$ cat src/rtl/pwm_timebase_pkg.sv
package pwm_timebase_pkg;

  typedef enum logic {
    CNT_DOWN   = 1'b0,
    CNT_UPDOWN = 1'b1
  } cnt_mode_e;

  localparam int unsigned NUM_CMP = 2;

  // Divider exponent for a select code, clamped to the largest supported shift.
  function automatic int unsigned div_shift(input int unsigned code, input int unsigned max_log2);
    int unsigned s;
    s = code + 1;
    if (s > max_log2) s = max_log2;
    return s;
  endfunction

endpackage

$ cat src/rtl/pwm_prescaler.sv
module pwm_prescaler #(
  parameter int unsigned SEL_W    = 3,
  parameter int unsigned MAX_LOG2 = 6
) (
  input  logic             clk,
  input  logic             rst_n,
  input  logic             enable,
  input  logic             use_div,
  input  logic [SEL_W-1:0] div_sel,
  output logic             tick
);
  import pwm_timebase_pkg::*;

  localparam int unsigned CW = MAX_LOG2;

  logic [CW-1:0] div_cnt;
  logic [CW-1:0] div_lim;
  int unsigned   shift;

  always_comb begin
    shift   = div_shift(int'(div_sel), MAX_LOG2);
    div_lim = CW'((1 << shift) - 1);
  end

  // Bypass: every enabled clock is a tick. Divided: last clock of each group.
  assign tick = enable & (~use_div | (div_cnt >= div_lim));

  always_ff @(posedge clk or negedge rst_n) begin
    if (!rst_n) begin
      div_cnt <= '0;
    end else if (!enable || !use_div || tick) begin
      div_cnt <= '0;
    end else begin
      div_cnt <= div_cnt + 1'b1;
    end
  end

endmodule

$ cat src/rtl/pwm_updown_counter.sv
module pwm_updown_counter #(
  parameter int unsigned CNT_W = 16
) (
  input  logic                        clk,
  input  logic                        rst_n,
  input  logic                        tick,
  input  pwm_timebase_pkg::cnt_mode_e mode,
  input  logic [CNT_W-1:0]            load_val,
  output logic [CNT_W-1:0]            count,
  output logic                        dir_up
);
  import pwm_timebase_pkg::*;

  logic [CNT_W-1:0] cnt_n;
  logic             dir_n;

  always_comb begin
    cnt_n = count;
    dir_n = dir_up;
    if (mode == CNT_DOWN) begin
      // Descending: reload from the period value after zero.
      dir_n = 1'b1;
      cnt_n = (count == '0) ? load_val : count - 1'b1;
    end else if (dir_up) begin
      if (count < load_val) begin
        cnt_n = count + 1'b1;
        dir_n = (cnt_n != load_val);   // arriving at the top turns downward
      end else begin
        cnt_n = (count == '0) ? '0 : count - 1'b1;
        dir_n = (cnt_n == '0);
      end
    end else begin
      if (count == '0) begin
        dir_n = 1'b1;
      end else begin
        cnt_n = count - 1'b1;
        dir_n = (cnt_n == '0);         // arriving at zero turns upward
      end
    end
  end

  always_ff @(posedge clk or negedge rst_n) begin
    if (!rst_n) begin
      count  <= '0;
      dir_up <= 1'b1;
    end else if (tick) begin
      count  <= cnt_n;
      dir_up <= dir_n;
    end
  end

endmodule

$ cat src/rtl/pwm_cmp_unit.sv
module pwm_cmp_unit #(
  parameter int unsigned CNT_W = 16
) (
  input  logic             tick,
  input  logic             dir,
  input  logic [CNT_W-1:0] count,
  input  logic [CNT_W-1:0] load_val,
  input  logic [CNT_W-1:0] cmp_val,
  output logic             up_evt,
  output logic             dn_evt
);
  logic reachable;
  logic hit;

  assign reachable = (cmp_val <= load_val);
  assign hit       = tick & reachable & (count == cmp_val);
  assign up_evt    = hit & dir;
  assign dn_evt    = hit & ~dir;

endmodule

$ cat src/rtl/pwm_timebase.sv
module pwm_timebase #(
  parameter int unsigned CNT_W     = 16,
  parameter int unsigned DIV_SEL_W = 3,
  parameter int unsigned DIV_MAX_LOG2 = 6
) (
  input  logic                 clk,
  input  logic                 rst_n,
  input  logic                 enable,
  input  logic                 updown,
  input  logic                 use_div,
  input  logic [DIV_SEL_W-1:0] div_sel,
  input  logic [CNT_W-1:0]     load_val,
  input  logic [CNT_W-1:0]     cmpa_val,
  input  logic [CNT_W-1:0]     cmpb_val,
  output logic [CNT_W-1:0]     count,
  output logic                 dir,
  output logic                 zero_evt,
  output logic                 load_evt,
  output logic                 cmpa_up_evt,
  output logic                 cmpa_dn_evt,
  output logic                 cmpb_up_evt,
  output logic                 cmpb_dn_evt
);
  import pwm_timebase_pkg::*;

  cnt_mode_e        mode;
  logic             tick;
  logic             dir_up;
  logic [NUM_CMP-1:0][CNT_W-1:0] cmp_vals;
  logic [NUM_CMP-1:0] up_vec;
  logic [NUM_CMP-1:0] dn_vec;

  assign mode = cnt_mode_e'(updown);

  pwm_prescaler #(
    .SEL_W    (DIV_SEL_W),
    .MAX_LOG2 (DIV_MAX_LOG2)
  ) u_presc (
    .clk     (clk),
    .rst_n   (rst_n),
    .enable  (enable),
    .use_div (use_div),
    .div_sel (div_sel),
    .tick    (tick)
  );

  pwm_updown_counter #(
    .CNT_W (CNT_W)
  ) u_cnt (
    .clk      (clk),
    .rst_n    (rst_n),
    .tick     (tick),
    .mode     (mode),
    .load_val (load_val),
    .count    (count),
    .dir_up   (dir_up)
  );

  assign dir      = (mode == CNT_UPDOWN) & dir_up;
  assign zero_evt = tick & (count == '0);
  assign load_evt = tick & (count == load_val);

  assign cmp_vals[0] = cmpa_val;
  assign cmp_vals[1] = cmpb_val;

  for (genvar g = 0; g < NUM_CMP; g++) begin : g_cmp
    pwm_cmp_unit #(
      .CNT_W (CNT_W)
    ) u_cmp (
      .tick     (tick),
      .dir      (dir),
      .count    (count),
      .load_val (load_val),
      .cmp_val  (cmp_vals[g]),
      .up_evt   (up_vec[g]),
      .dn_evt   (dn_vec[g])
    );
  end

  assign cmpa_up_evt = up_vec[0];
  assign cmpa_dn_evt = dn_vec[0];
  assign cmpb_up_evt = up_vec[1];
  assign cmpb_dn_evt = dn_vec[1];

endmodule

$ cat config.mk
export PLATFORM = sky130hd
export DESIGN_NAME = pwm_timebase
export DESIGN_NICKNAME = d
export VERILOG_FILES = /design/src/rtl/pwm_timebase_pkg.sv /design/src/rtl/pwm_prescaler.sv /design/src/rtl/pwm_updown_counter.sv /design/src/rtl/pwm_cmp_unit.sv /design/src/rtl/pwm_timebase.sv
export SDC_FILE = /design/constraint.sdc
export NUM_CORES = 1
export LEC_CHECK = 0
export ABC_AREA = 0
export BUFFER_PORTS_ARGS = -buffer_cell sky130_fd_sc_hd__clkbuf_2
export CORE_MARGIN = 4
export CORE_UTILIZATION = 59
export DETAILED_ROUTE_END_ITERATION = 12
export PLACE_DENSITY = 0.83
export SLEW_MARGIN = 15
export SYNTH_ARGS = -nofsm -noshare
export SYNTH_HDL_FRONTEND = slang
export SYNTH_SLANG_ARGS = --single-unit
$ cat constraint.sdc
create_clock -name clk -period 3.11 [get_ports clk]
set_clock_uncertainty 0.1 [all_clocks]
set_input_delay 0.1555 -clock clk [delete_from_list [all_inputs] [get_ports clk]]
set_output_delay 0.1555 -clock clk [all_outputs]
set_load 0.005 [all_outputs]
* Word-level counts from Yosys, hierarchy flattened
Index checks and enable logic that the tools add are counted.
** Operators by class
- Add/subtract/negate cells :: 5
- Order comparisons :: 5
- Equality and inequality tests :: 5
- Shift-type cells :: 1
- Muxes and demuxes :: 12
- Bitwise operators :: 15
- Reduce and logical (&&, ||, !) cells :: 8
** Operator list (count)
- $mux 16 :: 6
- $eq 16x16->1 :: 3
- $logic_not 16->1 :: 3
- $gt 32x3->1 const B :: 1
- $le 16x16->1 :: 2
- $mux 32 :: 1
- $shl 1x32->6 const A :: 1
- $add 16x1->16 const B :: 1
- $lt 16x16->1 :: 1
- $ne 16x16->1 :: 1
- $sub 16x1->16 const B :: 1
- $and 1x1->1 :: 12
- $add 6x1->6 const B :: 1
- $ge 6x6->1 :: 1
- $mux 6 :: 1
- $sub 6x2->6 const B :: 1
- $add 3x1->4 const B :: 1
- $mux 1 :: 4
- $ne 3x2->1 const B :: 1
- $logic_not 1->1 :: 2
- $logic_or 1x1->1 :: 2
- $not 1->1 :: 2
- $reduce_and 2->1 :: 1
- $or 1x1->1 :: 1
** Storage, ports and cells
- Register bits after elaboration :: 23
- Input port bits :: 56
- Output and inout port bits :: 23
- Word-level logic and storage cells :: 54

* Longest topological paths before layout
Gate-level depths: netlist of the first run.
- Word-level depth :: 11
- Depth in mapped cells :: 17
- Depth with buffers taken out :: 14

* Hierarchy
A second synthesis of the first run with hierarchy kept.
** Unflattened totals
- Cell total of the unflattened synthesis :: 625
- Area total of the unflattened synthesis :: 4732.0 um^2
** Modules (own cells, without submodules)
- pwm_updown_counter :: times used 1, cells an instance 381, area an instance 2801.4 um^2, sequential area each 426.7 um^2
- pwm_cmp_unit :: times used 2, cells an instance 79, area an instance 591.8 um^2, sequential area each 0.0 um^2
- pwm_prescaler :: times used 1, cells an instance 57, area an instance 521.8 um^2, sequential area each 150.1 um^2
- pwm_timebase :: times used 1, cells an instance 29, area an instance 225.2 um^2, sequential area each 0.0 um^2

* Worst setup path after synthesis of the first run
OpenSTA, ideal clock, no wires.
- Kind :: input to register
- Start :: input port div_sel[0]
- End :: register u_cnt.count[15]
- Library setup time :: 134 ps
- Data arrival time :: 2842 ps
- Required time :: 2876 ps
- Path slack :: 33 ps
- Cell stages on the path :: 15
- Path buffers :: 2
- Cell sequence :: ha_1 -> clkbuf_1 -> xnor2_1 -> nand3_1 -> ha_1 -> xor2_1 -> ha_1 -> o21a_1 -> nor2_1 -> nor3_1 -> nor2_2 -> or2_2 -> buf_2 -> o41ai_1 -> a21oi_1
** On the way
- Cells in the longest elaborated chain, start to end :: 9
** Ends and longest elaborated chain
- start: declaration :: RTL line pwm_timebase.sv:11 : input logic [DIV_SEL_W-1:0] div_sel,
- $add 3x1->4 (*) :: RTL line pwm_timebase_pkg.sv:13 : s = code + 1;
- $gt 32x3->1 :: RTL line pwm_timebase_pkg.sv:14 : if (s > max_log2) s = max_log2;
- $mux 32 (*) :: RTL line pwm_timebase_pkg.sv:14
- $shl 1x32->6 (*) :: RTL line pwm_prescaler.sv:22 : div_lim = CW'((1 << shift) - 1);
- $sub 6x2->6 (*) :: RTL line pwm_prescaler.sv:22
- $ge 6x6->1 (*) :: RTL line pwm_prescaler.sv:26 : assign tick = enable & (~use_div | (div_cnt >= div_lim));
- $or 1x1->1 (*) :: RTL line pwm_prescaler.sv:26
- $and 1x1->1 (*) :: RTL line pwm_prescaler.sv:26
- $reduce_and 2->1 (no line) (*)
- end signal: assignment :: RTL line pwm_updown_counter.sv:47 : count <= cnt_n;
- end: declaration :: RTL line pwm_updown_counter.sv:9 : output logic [CNT_W-1:0] count,
Mark *: on every way between the ends. The rest lies on a longest branch, timed or not.
A chain may end at the register's enable or synchronous reset.

* Final worst setup path of the first run
Ends and elaborated chain as after synthesis.

==> qor.yml, run 1 <==
floorplan:
  die_height_um: 95.8
  initial_core_util_pct: 61.7
  die_x_um: 95.8
  core-area_um2: 7370
  io_pins: 79
  rows: 31
  die_area_um2: 9180
routing:
  remaining_drc_errors: 0
  route.met3.wl_um: 1850
  via_per_inst: 6.61
  final_antenna_net_count: 0
  avgRoutedWirePerCell_um: 20.2
  drt_iter0_markers: 590
  drtPass1Iterations: 6
  vias: 5366
  routed.top_layer: "met4"
  wl_um: 16400
  wl_met2_um: 7450
  wl_met1_um: 6500
sta:
  timing_hold_violations_final: 0
  tightest_slew_ns: 0.669
  setup_viol: 0
  fmax_mhz: 338
  slew_viol_final: 0
  setup_tns_ns: 0
  hold_ws_ns: 0.0763
  fin_crit_sh_pct: 95.1
  rsz0062_at_grt: "no"
  slew_headroom_pct: 54.9
  fin_crit_ns: 2.96
  fin_ws_ns: 0.153
global_routing:
  antenna_found_initial: 0
  track_usage_pct: 35.7
  grt.overflow.total: 0
  grt_max_degree: 34
  first_global_vias: 5068
  grt_pass1_wl_um: 25500
clock_tree:
  cts_tree: "built"
  htree_levels: 1
  cts_sinks: 23
  numCtsBuffers: 3
  clk_pin_slew_ns: 0.10
  clock_latency_ns: 0.27
  clockBufferDepth: 2
  root_buffer: "clkbuf_8"
layout:
  fill_cells: 629
  antennaDiodeCount: 0
  area_growth_pct: 17.5
  layout_commonest_cell: "clkbuf_2"
  finish.net_count: 832
  final_cell_mix: "clkbuf_2, ha_1, xnor2_1"
  fin_cells: 812
  multi_input_area_um2: 3720
  regArea_um2: 578
  drive_gt1_share_pct: 21.2
  final_util_pct: 72.6
power:
  power.density_nw_per_um2: 592
  seqPwrFrac_pct: 17.1
  power_switching_share_pct: 54.1
  clkPwrFrac_pct: 6.5
  p_switching_w: 0.00171
  p_leak_nw: 2.37
  share_comb_of_total_power_pct: 76.4
  p_int_w: 0.00146
  peakVddDrop_mv: 0.460
yosys:
  synth_edf_count: 0
  ys_types: 71
  post_synth_inst_count: 618
  postSynthAreaPerCell_um2: 7.36
  synth-warning-count: 0
  ys.flop_type: "dfrtp_1"
  syn_nets: 736
  ys_ff_latch: 23
  seq_area_frac_synth_pct: 12.7
  synth_area_um2: 4550
  async_reset_ff_share_pct: 100
placement:
  numPlacedInstances: 807
  dp_hpwl_um: 13200
  dp_slack_ns: -0.205
  gp_congestion: 1.02
  io_buffers: 78
critical_path:
  end_kind: "register"
  cp.required_ns: 3.16
  path_class: "primary input to register"
  cp.arrival_ns: 3.01
  cp-start-kind: "primary input"
  cp_max_fo: 6
flow_run:
  maxCapViolCount: 0
worst_hold_path:
  hold_class: "primary input to register"
status:
  status: "completed"
==> synth_stat cells, drive strengths merged (9+ instances only) <==
cell type  instances  area share (%)
ha                62              17
dfrtp             22              12
o211ai            11             1.8
nor4              13             2.4
nor2b             11             1.5
nor2              54             4.5
nand4             31             4.7
clkbuf            15             1.2
buf               19             1.9
nand2             48             4.0
o31ai              9             1.5
xnor2             57              11
nand3             25             2.9
a21oi             36             4.0
a211oi            11             1.8
o21ai             32             3.5
o22ai             11             1.5
xor2              11             2.1
nor3              22             2.5
a21o               9             1.5
inv               35             2.9
==> cell families after synthesis <==
kind of cell	count (synthesis)	share of synthesized area (%)
AND/OR/NAND/NOR	231	26.9
AO/OA/AOI/OAI	162	23.6
buffers and inverters	69	6.02
XOR/XNOR	68	13.1
adder cells (fa/ha/maj)	63	17.3
flip-flops	23	12.7
multiplexers	2	0.467
==> sequential cells by signal, indices dropped and copies added (netlist names) <==
name	flops
u_cnt.count	16
u_presc.div_cnt	6
u_cnt.dir_up	1
==> critical path, cell delays in order <==
cell	delay [ns]
clkbuf_2	0.10
ha_1	0.28
xnor2_2	0.22
nand3_1	0.11
ha_1	0.21
xor2_1	0.17
ha_1	0.29
o21a_1	0.11
nor2_1	0.05
nor3_2	0.26
nor2_2	0.12
or2_2	0.37
o41ai_1	0.43
a21oi_1	0.11
==> metal layers <==
layer	vias to the layer above	GRT usage (%)
met5	-	0
met4	0	14.5
met3	56	6.18
met2	361	57.5
met1	2468	47.3
li1	2481	-
==> power groups by stage <==
stage                     sequential [W]  combinational, W  clock [W]
after floorplan                 0.000493           0.00159          0
after global placement          0.000528           0.00228          0
after detailed placement        0.000532           0.00234          0
after CTS                       0.000528           0.00236   0.000201
after global routing            0.000546           0.00263   0.000207
final                           0.000541           0.00242   0.000206
==> area by class of cell <==
cell class / instances / area share, %
Sequential cell: 23 / 10.8
Tap cell: 99 / 2.32
Timing Repair Buffer: 125 / 13.9
Multi-Input combinational cell: 526 / 69.6
Clock inverter: 1 / 0.0936
Clock buffer: 3 / 0.772
Inverter: 35 / 2.46
==> per-stage QoR <==
| stage | instance area, um2 | total power, W |
|---|---|---|
| floorplan | 4550 | 0.00208 |
| detailed placement | 5270 | 0.00287 |
| CTS | 5330 | 0.00309 |
| finish | 5350 | 0.00317 |
| global placement | 5270 | 0.00281 |
| global route | 5350 | 0.00339 |
==> worst paths after layout <==
kind,startpoint,to,slack [ns],cells past startpoint
worst max-delay path,div_sel[0],u_cnt.count[15],0.15,14
min in group asynchronous,rst_n,u_cnt.count[3],0.33,2
worst min register to register,u_presc.div_cnt[0],u_presc.div_cnt[0],0.40,1
worst min-delay path,enable,u_presc.div_cnt[1],0.08,2
worst max register to register,u_cnt.count[14],u_cnt.count[4],0.16,8
max in group asynchronous,rst_n,u_cnt.count[1],2.13,2
==> what timing repair did <==
item / 4_1_cts / 5_1_grt
hold endpoints to repair: 22 / 0
resized for setup: 2 / 4
buffers inserted: 0 / 0
hold buffers: 1 / 0
pin swaps: 0 / 0
endpoints found under the setup margin: 3 / 14
Note: power is estimated with default switching activity, not from simulation.
==> inputs of run 2 (changes only) <==
--- a/config.mk
+++ b/config.mk
@@ -7,10 +7,12 @@
 export LEC_CHECK = 0
 export ABC_AREA = 0
 export BUFFER_PORTS_ARGS = -buffer_cell sky130_fd_sc_hd__clkbuf_2
+export CELL_PAD_IN_SITES_DETAIL_PLACEMENT = 1
+export CELL_PAD_IN_SITES_GLOBAL_PLACEMENT = 1
 export CORE_MARGIN = 4
-export CORE_UTILIZATION = 59
+export CORE_UTILIZATION = 42
 export DETAILED_ROUTE_END_ITERATION = 12
-export PLACE_DENSITY = 0.83
+export PLACE_DENSITY_LB_ADDON = 0.1
 export SLEW_MARGIN = 15
 export SYNTH_ARGS = -nofsm -noshare
 export SYNTH_HDL_FRONTEND = slang
==> run 2 against run 1 <==
Wire length rose by 21%; register-to-register slack worse by 0.02 ns; worst setup slack got worse by 0.0088 ns; cell count grew 6.9%; non-clock buffer count rose by 19; combinational power rose by 7%; total power up 5.3%; clock power up 5%; sequential power down 2%; cell area is 3.9% higher; critical path type is now register to register; critical endpoint is now u_cnt.count[2].
==> qor.yml, run 2 (same netlist as run 1, synthesis figures left out) <==
placement:
  io_buffers: 78  # unchanged
  gp_congestion: 0.969  # -5.0%
  dp_hpwl_um: 16400  # +24%
layout:
  reg_top3: "u_cnt.count: 16 flops, u_presc.div_cnt: 6 flops, u_cnt.dir_up: 1 flops"
  final_cell_mix: "clkbuf_2, buf_4, ha_1"
  final_util_pct: 53.3  # -19 points
  drive_gt1_share_pct: 23.2  # +2.0 points
  largest_reg_flops: 16  # unchanged
  largest-register: "u_cnt.count"
  finish.net_count: 851  # +2.3%
  area_growth_pct: 22.1
  layout_commonest_cell: "clkbuf_2"
  antennaDiodeCount: 0  # unchanged
  fill_cells: 1370  # +120%
critical_path:
  cp_max_fo: 5  # -1
  cpPeakStageDelay_ns: 0.65  # +0.22 ns
  startpoint: "u_cnt.count[13]"
  path_cells: "ha_1, nand4_1, or4_1, a21oi_2, o31ai_1, buf_4, a21oi_1, o22ai_1, o21ai_0"
  cp-start-kind: "register"
  cp.required_ns: 3.21  # +0.05 ns
  end_kind: "register"
  path_class: "register to register"
  r2r-start: "u_cnt.count[13]"
  cp.arrival_ns: 3.07  # +0.06 ns
  worst_path_max_delay_cell: "or4_1"
clock_tree:
  clockBufferDepth: 2  # unchanged
  post_cts_buffers: 0  # unchanged
  root_buffer: "clkbuf_8"
  numCtsBuffers: 3  # unchanged
  clock_latency_ns: 0.30  # +0.03 ns
  cts_sinks: 23  # unchanged
  clk_pin_slew_ns: 0.10  # about the same
  cts_tree: "built"
  htree_levels: 1  # unchanged
global_routing:
  grt_pass1_wl_um: 31400  # +23%
  first_global_vias: 5783  # +14%
  grt.overflow.total: 0  # unchanged
  antenna_found_initial: 0  # unchanged
  track_usage_pct: 31.2  # -4.5 points
  grt_max_degree: 24  # -29%
flow_run:
  maxCapViolCount: 0  # unchanged
worst_hold_path:
  hold_class: "primary input to register"
  hp-start: "enable"
sta:
  setup_viol: 0  # unchanged
  slew_viol_final: 0  # unchanged
  fin_crit_sh_pct: 95.4  # +0.28 points
  tightest_slew_ns: 0.764  # +0.0946 ns
  setup_tns_ns: 0  # unchanged
  fin_crit_ns: 2.97  # +0.00884 ns
  timing_hold_violations_final: 0  # unchanged
  slew_headroom_pct: 48.5  # -6.4 points
  fmax_mhz: 337  # -0.30%
power:
  p_leak_nw: 2.47  # +4.1%
  power.density_nw_per_um2: 601  # +1.4%
  peakVddDrop_mv: 0.394  # -14%
status:
  status: "completed"
floorplan:
  die_area_um2: 12600  # +37%
  die_height_um: 112  # +17%
  core-area_um2: 10400  # +41%
  initial_core_util_pct: 43.7  # -18 points
  die_x_um: 112  # +17%
  io_pins: 79  # unchanged
  rows: 37  # +19%
routing:
  drt_iter0_markers: 356  # -40%
  via_per_inst: 6.31  # -4.6%
  avgRoutedWirePerCell_um: 22.9  # +13%
  remaining_drc_errors: 0  # unchanged
  drtPass1Iterations: 4  # -2
  wl_um: 19800  # +21%
  vias: 5473  # +2.0%
  final_antenna_net_count: 0  # unchanged
[run 2: path summary, 6_finish.rpt]
kind,to,cells after the start,slack (ns)
hold / removal,u_presc.div_cnt[1],2,0.07
hold reg to reg,u_presc.div_cnt[0],1,0.42
max in group asynchronous,u_cnt.count[10],2,2.14
setup / recovery,u_cnt.count[2],9,0.14
setup reg to reg,u_cnt.count[2],9,0.14
min in group asynchronous,u_cnt.count[4],2,0.33
[run 2: layer usage]
metal | part of all wire [%] | global-route usage, % | up-vias
li1 | - | - | 2517
met1 | 42 | 39.9 | 2665
met2 | 47 | 52.6 | 234
met3 | 6.8 | 4.42 | 57
met4 | 4.3 | 13.0 | 0
met5 | 0 | 0 | -
[run 2: through the flow]
step | hold slack, ns | cells | setup slack, ns | instance area (um2) | power (W)
after floorplan | -0.240 | 618 | 0.0334 | 4550 | 0.00208
after CTS | 0.0680 | 868 | 0.00854 | 5510 | 0.00330
after detailed placement | 0.111 | 863 | -0.276 | 5460 | 0.00307
after global routing | 0.0932 | 868 | -0.00800 | 5560 | 0.00358
final | 0.0697 | 868 | 0.144 | 5560 | 0.00334
after global placement | 0.101 | 863 | -0.136 | 5460 | 0.00297
[run 2: repair_timing]
item                                   in CTS  in global routing
setup endpoints to repair                   6                 17
endpoints found under the hold margin      22                  0
resized for setup                           1                  9
hold buffers                                1                  0
pin swaps                                   0                  1
[run 2: critical path: cells and delay by family (launching register included)]
kind,cells,cell delay (ns)
AO/OA/AOI/OAI,5,0.95
AND/OR/NAND/NOR,2,0.83
flip-flops,1,0.44
adder cells (fa/ha/maj),1,0.32
buffers and inverters,1,0.23
[run 2: layout make-up]
cell class	count	area, um2	share of cell area (%)
multi-input combinational	526	3740	67.4
sequential	23	577	10.4
tap	136	170	3.06
clock inverter	1	5.00	0.0901
inverter	35	131	2.36
timing repair buffer	144	888	16.0
clock buffer	3	41.3	0.743
[run 2: power breakdown]
part | switching [W] | internal (W) | total (W) | leakage, nW
sequential | 0.000153 | 0.000377 | 0.000529 | 0.298
combinational | 0.00154 | 0.00105 | 0.00259 | 2.15
clock | 0.000127 | 0.0000907 | 0.000217 | 0.0255
total | 0.00182 | 0.00151 | 0.00334 | 2.47
==> inputs of run 3 (changes only) <==
--- a/config.mk
+++ b/config.mk
@@ -5,12 +5,12 @@
 export SDC_FILE = /design/constraint.sdc
 export NUM_CORES = 1
 export LEC_CHECK = 0
-export ABC_AREA = 0
+export ABC_AREA = 1
 export BUFFER_PORTS_ARGS = -buffer_cell sky130_fd_sc_hd__clkbuf_2
 export CELL_PAD_IN_SITES_DETAIL_PLACEMENT = 1
 export CELL_PAD_IN_SITES_GLOBAL_PLACEMENT = 1
 export CORE_MARGIN = 4
-export CORE_UTILIZATION = 42
+export CORE_UTILIZATION = 41
 export DETAILED_ROUTE_END_ITERATION = 12
 export PLACE_DENSITY_LB_ADDON = 0.1
 export SLEW_MARGIN = 15
==> run 3 against run 2 <==
Hold slack improved by 0.13 ns; global-route usage down 3.4 points; count of clock-buffer cells in the layout unchanged; combinational power grew 2%; synthesized cell count increased by 31%; non-clock buffer count decreased by 41; sequential cell count stayed put; register-to-register slack better by 0.36 ns; largest cell class unchanged; highest routed layer unchanged.
==> qor.yml, run 3 <==
placement:
  gp_congestion: 0.962  # -0.70%
  dp_hpwl_um: 16500  # +0.81%
  io_buffers: 78  # unchanged
  numPlacedInstances: 1031  # +19%
routing:
  drtPass1Iterations: 4  # unchanged
  avgRoutedWirePerCell_um: 19.0  # -17%
  final_antenna_net_count: 0  # unchanged
  via_per_inst: 5.67  # -10%
  remaining_drc_errors: 0  # unchanged
  wl_um: 19700  # -0.78%
  vias: 5882  # +7.5%
  drt_iter0_markers: 269  # -24%
power:
  power.density_nw_per_um2: 606  # +0.99%
  p_total_w: 0.00341  # +2.2%
  peakVddDrop_mv: 0.256  # -35%
  p_leak_nw: 3.01  # +22%
clock_tree:
  cts_tree: "built"
  clockBufferDepth: 2  # unchanged
  root_buffer: "clkbuf_16"
  clk_pin_slew_ns: 0.06  # -0.04 ns
  numCtsBuffers: 3  # unchanged
  cts_sinks: 23  # unchanged
  clock_latency_ns: 0.27  # -0.03 ns
  htree_levels: 1  # unchanged
sta:
  fin_crit_ns: 2.88  # -0.0823 ns
  fin_crit_sh_pct: 92.7  # -2.6 points
  tightest_slew_ns: 0.643  # -0.121 ns
  hold_ws_ns: 0.201  # +0.131 ns
  fmax_mhz: 347  # +2.9%
  timing_hold_violations_final: 0  # unchanged
  setup_viol: 0  # unchanged
  slew_viol_final: 0  # unchanged
  slew_headroom_pct: 57.2  # +8.6 points
floorplan:
  die_x_um: 118  # +5.1%
  die_height_um: 118  # +5.1%
  initial_core_util_pct: 42.6  # -1.1 points
  io_pins: 79  # unchanged
  die_area_um2: 13900  # +11%
  core-area_um2: 11600  # +11%
  rows: 39  # +5.4%
worst_hold_path:
  hold_class: "primary input to register"
  hp-start: "use_div"
  min_to: "u_presc.div_cnt[4]"
  hold_depth: 3  # +1
layout:
  antennaDiodeCount: 0  # unchanged
  final_cell_mix: "nand2_1, nand3_1, inv_1"
  fin_cells: 1038  # +20%
  area_growth_pct: 13.6
  reg_top3: "u_cnt.count: 16 flops, u_presc.div_cnt: 6 flops, u_cnt.dir_up: 1 flops"
  largest_reg_flops: 16  # unchanged
  layout_commonest_cell: "nand2_1"
  drive_gt1_share_pct: 18.0  # -5.2 points
  finish.net_count: 1014  # +19%
  largest-register: "u_cnt.count"
yosys:
  postSynthAreaPerCell_um2: 6.09  # -17%
  synth-warning-count: 0  # unchanged
  yosys-top-cells-count: "nand2_1, nand3_1, inv_1"
  synth_area_um2: 4950  # +8.7%
  ys.flop_type: "dfrtp_1"
  yosys.area.top_type_share_pct: 20.0  # +2.9 points
  ys_ff_latch: 23  # unchanged
  syn_nets: 930  # +26%
  ys_types: 39  # -45%
  yosys.area.top_type: "nand2_1"
  ys_top_cells_by_area: "nand2_1, ha_1, dfrtp_1"
  seq_area_frac_synth_pct: 11.7  # -1.0 points
  post_synth_inst_count: 812  # +31%
  async_reset_ff_share_pct: 100  # unchanged
  synthMostInstantiatedCell: "nand2_1"
  synth_edf_count: 0  # unchanged
critical_path:
  path_delay_family: "simple AND/OR/NAND/NOR gates"
  rrSetupSlack_ns: 0.50  # +0.36 ns
  critPathBufInv: 5  # +4
  cp_common_cell: "nand2_2"
  worst_path_max_delay_cell: "ha_1"
  cp_max_fo: 4  # -1
  end_kind: "output pin"
  cp.arrival_ns: 2.63  # -0.44 ns
  rr_worst_depth: 15  # +6
  cp-start-kind: "primary input"
  cp.depth: 21  # +12
  path_class: "primary input to output pin"
  path_cells: "buf_2, ha_2, inv_1, or2_2, nand2_2, nand2_2, nand2_2, nand2_2, ha_2, xor2_1, inv_1, ha_1, nand2_2, nor2_1, o21ai_1, nand4_1, nand2_2, inv_4, nand4_1, nor2_1, clkbuf_2"
  cpPeakStageDelay_ns: 0.28  # -0.37 ns
  cp.required_ns: 2.85  # -0.36 ns
  r2r-start: "u_cnt.count[1]"
  timing.rr.end: "u_cnt.count[6]"
global_routing:
  track_usage_pct: 27.8  # -3.4 points
  grt_pass1_wl_um: 31300  # -0.26%
  first_global_vias: 6130  # +6.0%
  grt_max_degree: 37  # +54%
  grt.overflow.total: 0  # unchanged
  antenna_found_initial: 0  # unchanged
flow_run:
  maxCapViolCount: 0  # unchanged
status:
  status: "completed"
run 3: cell count changes in the layout (fill, tap and decap cells not counted), sizes merged, moves of 26 or more:
cell,delta
xnor2,-31
buf,-38
nand2,+227
inv,+53
nand3,+67
nor2,+26
run 3: cell families (layout without fill, tap and decap cells):
| family | count (synthesis) | count (layout) | synth area share (%) |
|---|---|---|---|
| simple gates | 488 | 488 | 45.2 |
| compound gates | 94 | 94 | 11.2 |
| fa+ha+maj | 62 | 62 | 15.7 |
| flops | 23 | 23 | 11.7 |
| xor+xnor | 31 | 31 | 5.49 |
| buf+inv | 114 | 197 | 10.7 |
run 3: routing by layer:
| metal | global-route usage (%) | up-vias | share of wire [%] | wire length [um] |
|---|---|---|---|---|
| met2 | 49.7 | 174 | 50 | 9780 |
| met4 | 8.94 | 0 | 2.7 | 523 |
| met1 | 35.5 | 2832 | 43 | 8540 |
| met5 | 0 | - | 0 | 0 |
| met3 | 1.87 | 34 | 4.2 | 831 |
| li1 | - | 2842 | - | - |
run 3: tightest hold or removal path, cell delays in order:
cell      delay [ns]
clkbuf_2        0.09
nand3_1         0.21
nor2_1          0.06
run 3: metrics by stage:
| step | setup TNS (ns) | setup WS [ns] | cell area, um2 | util, % |
|---|---|---|---|---|
| 2_1_floorplan | 0 | 0.495 | 4950 | - |
| 3_3_place_gp | 0 | 0.127 | 5490 | 47.3 |
| 3_5_place_dp | -0.112 | -0.0434 | 5490 | 47.3 |
| 4_1_cts | 0 | 0.0238 | 5580 | 48.0 |
| 5_1_grt | -0.0343 | -0.0187 | 5620 | 48.4 |
| 6_report | 0 | 0.227 | 5620 | 48.4 |
run 3: layout make-up:
| type | instances | area (um2) |
|---|---|---|
| Clock buffer | 3 | 75.1 |
| Clock inverter | 1 | 5.00 |
| Fill cell | 1667 | 5990 |
| Inverter | 90 | 340 |
| Multi-Input combinational cell | 675 | 3860 |
| Sequential cell | 23 | 577 |
| Tap cell | 143 | 179 |
| Timing Repair Buffer | 103 | 583 |
run 3: timing repair:
action / in CTS / in global routing
buffers inserted: 0 / 2
endpoints found under the setup margin: 4 / 6
pin swaps: 0 / 7
gates resized for setup: 1 / 14
hold buffers: 1 / 0
endpoints found under the hold margin: 22 / 0
run 3: worst max-delay path by stage:
stage	start	endpoint	slack, ns
detailed placement	div_sel[0]	cmpb_up_evt	-0.04
CTS	div_sel[0]	cmpb_up_evt	0.02
global route	div_sel[1]	cmpa_dn_evt	-0.02
floorplan	div_sel[0]	u_cnt.count[10]	0.49
finish	div_sel[1]	cmpb_up_evt	0.23
global placement	div_sel[0]	cmpa_up_evt	0.13
run 3: where the power goes:
| group | leakage [nW] | internal [W] | switching, W |
|---|---|---|---|
| Combinational | 2.68 | 0.000871 | 0.00178 |
| Clock | 0.0409 | 0.000174 | 0.000121 |
| Sequential | 0.293 | 0.000377 | 0.0000851 |
| Total | 3.01 | 0.00142 | 0.00199 |
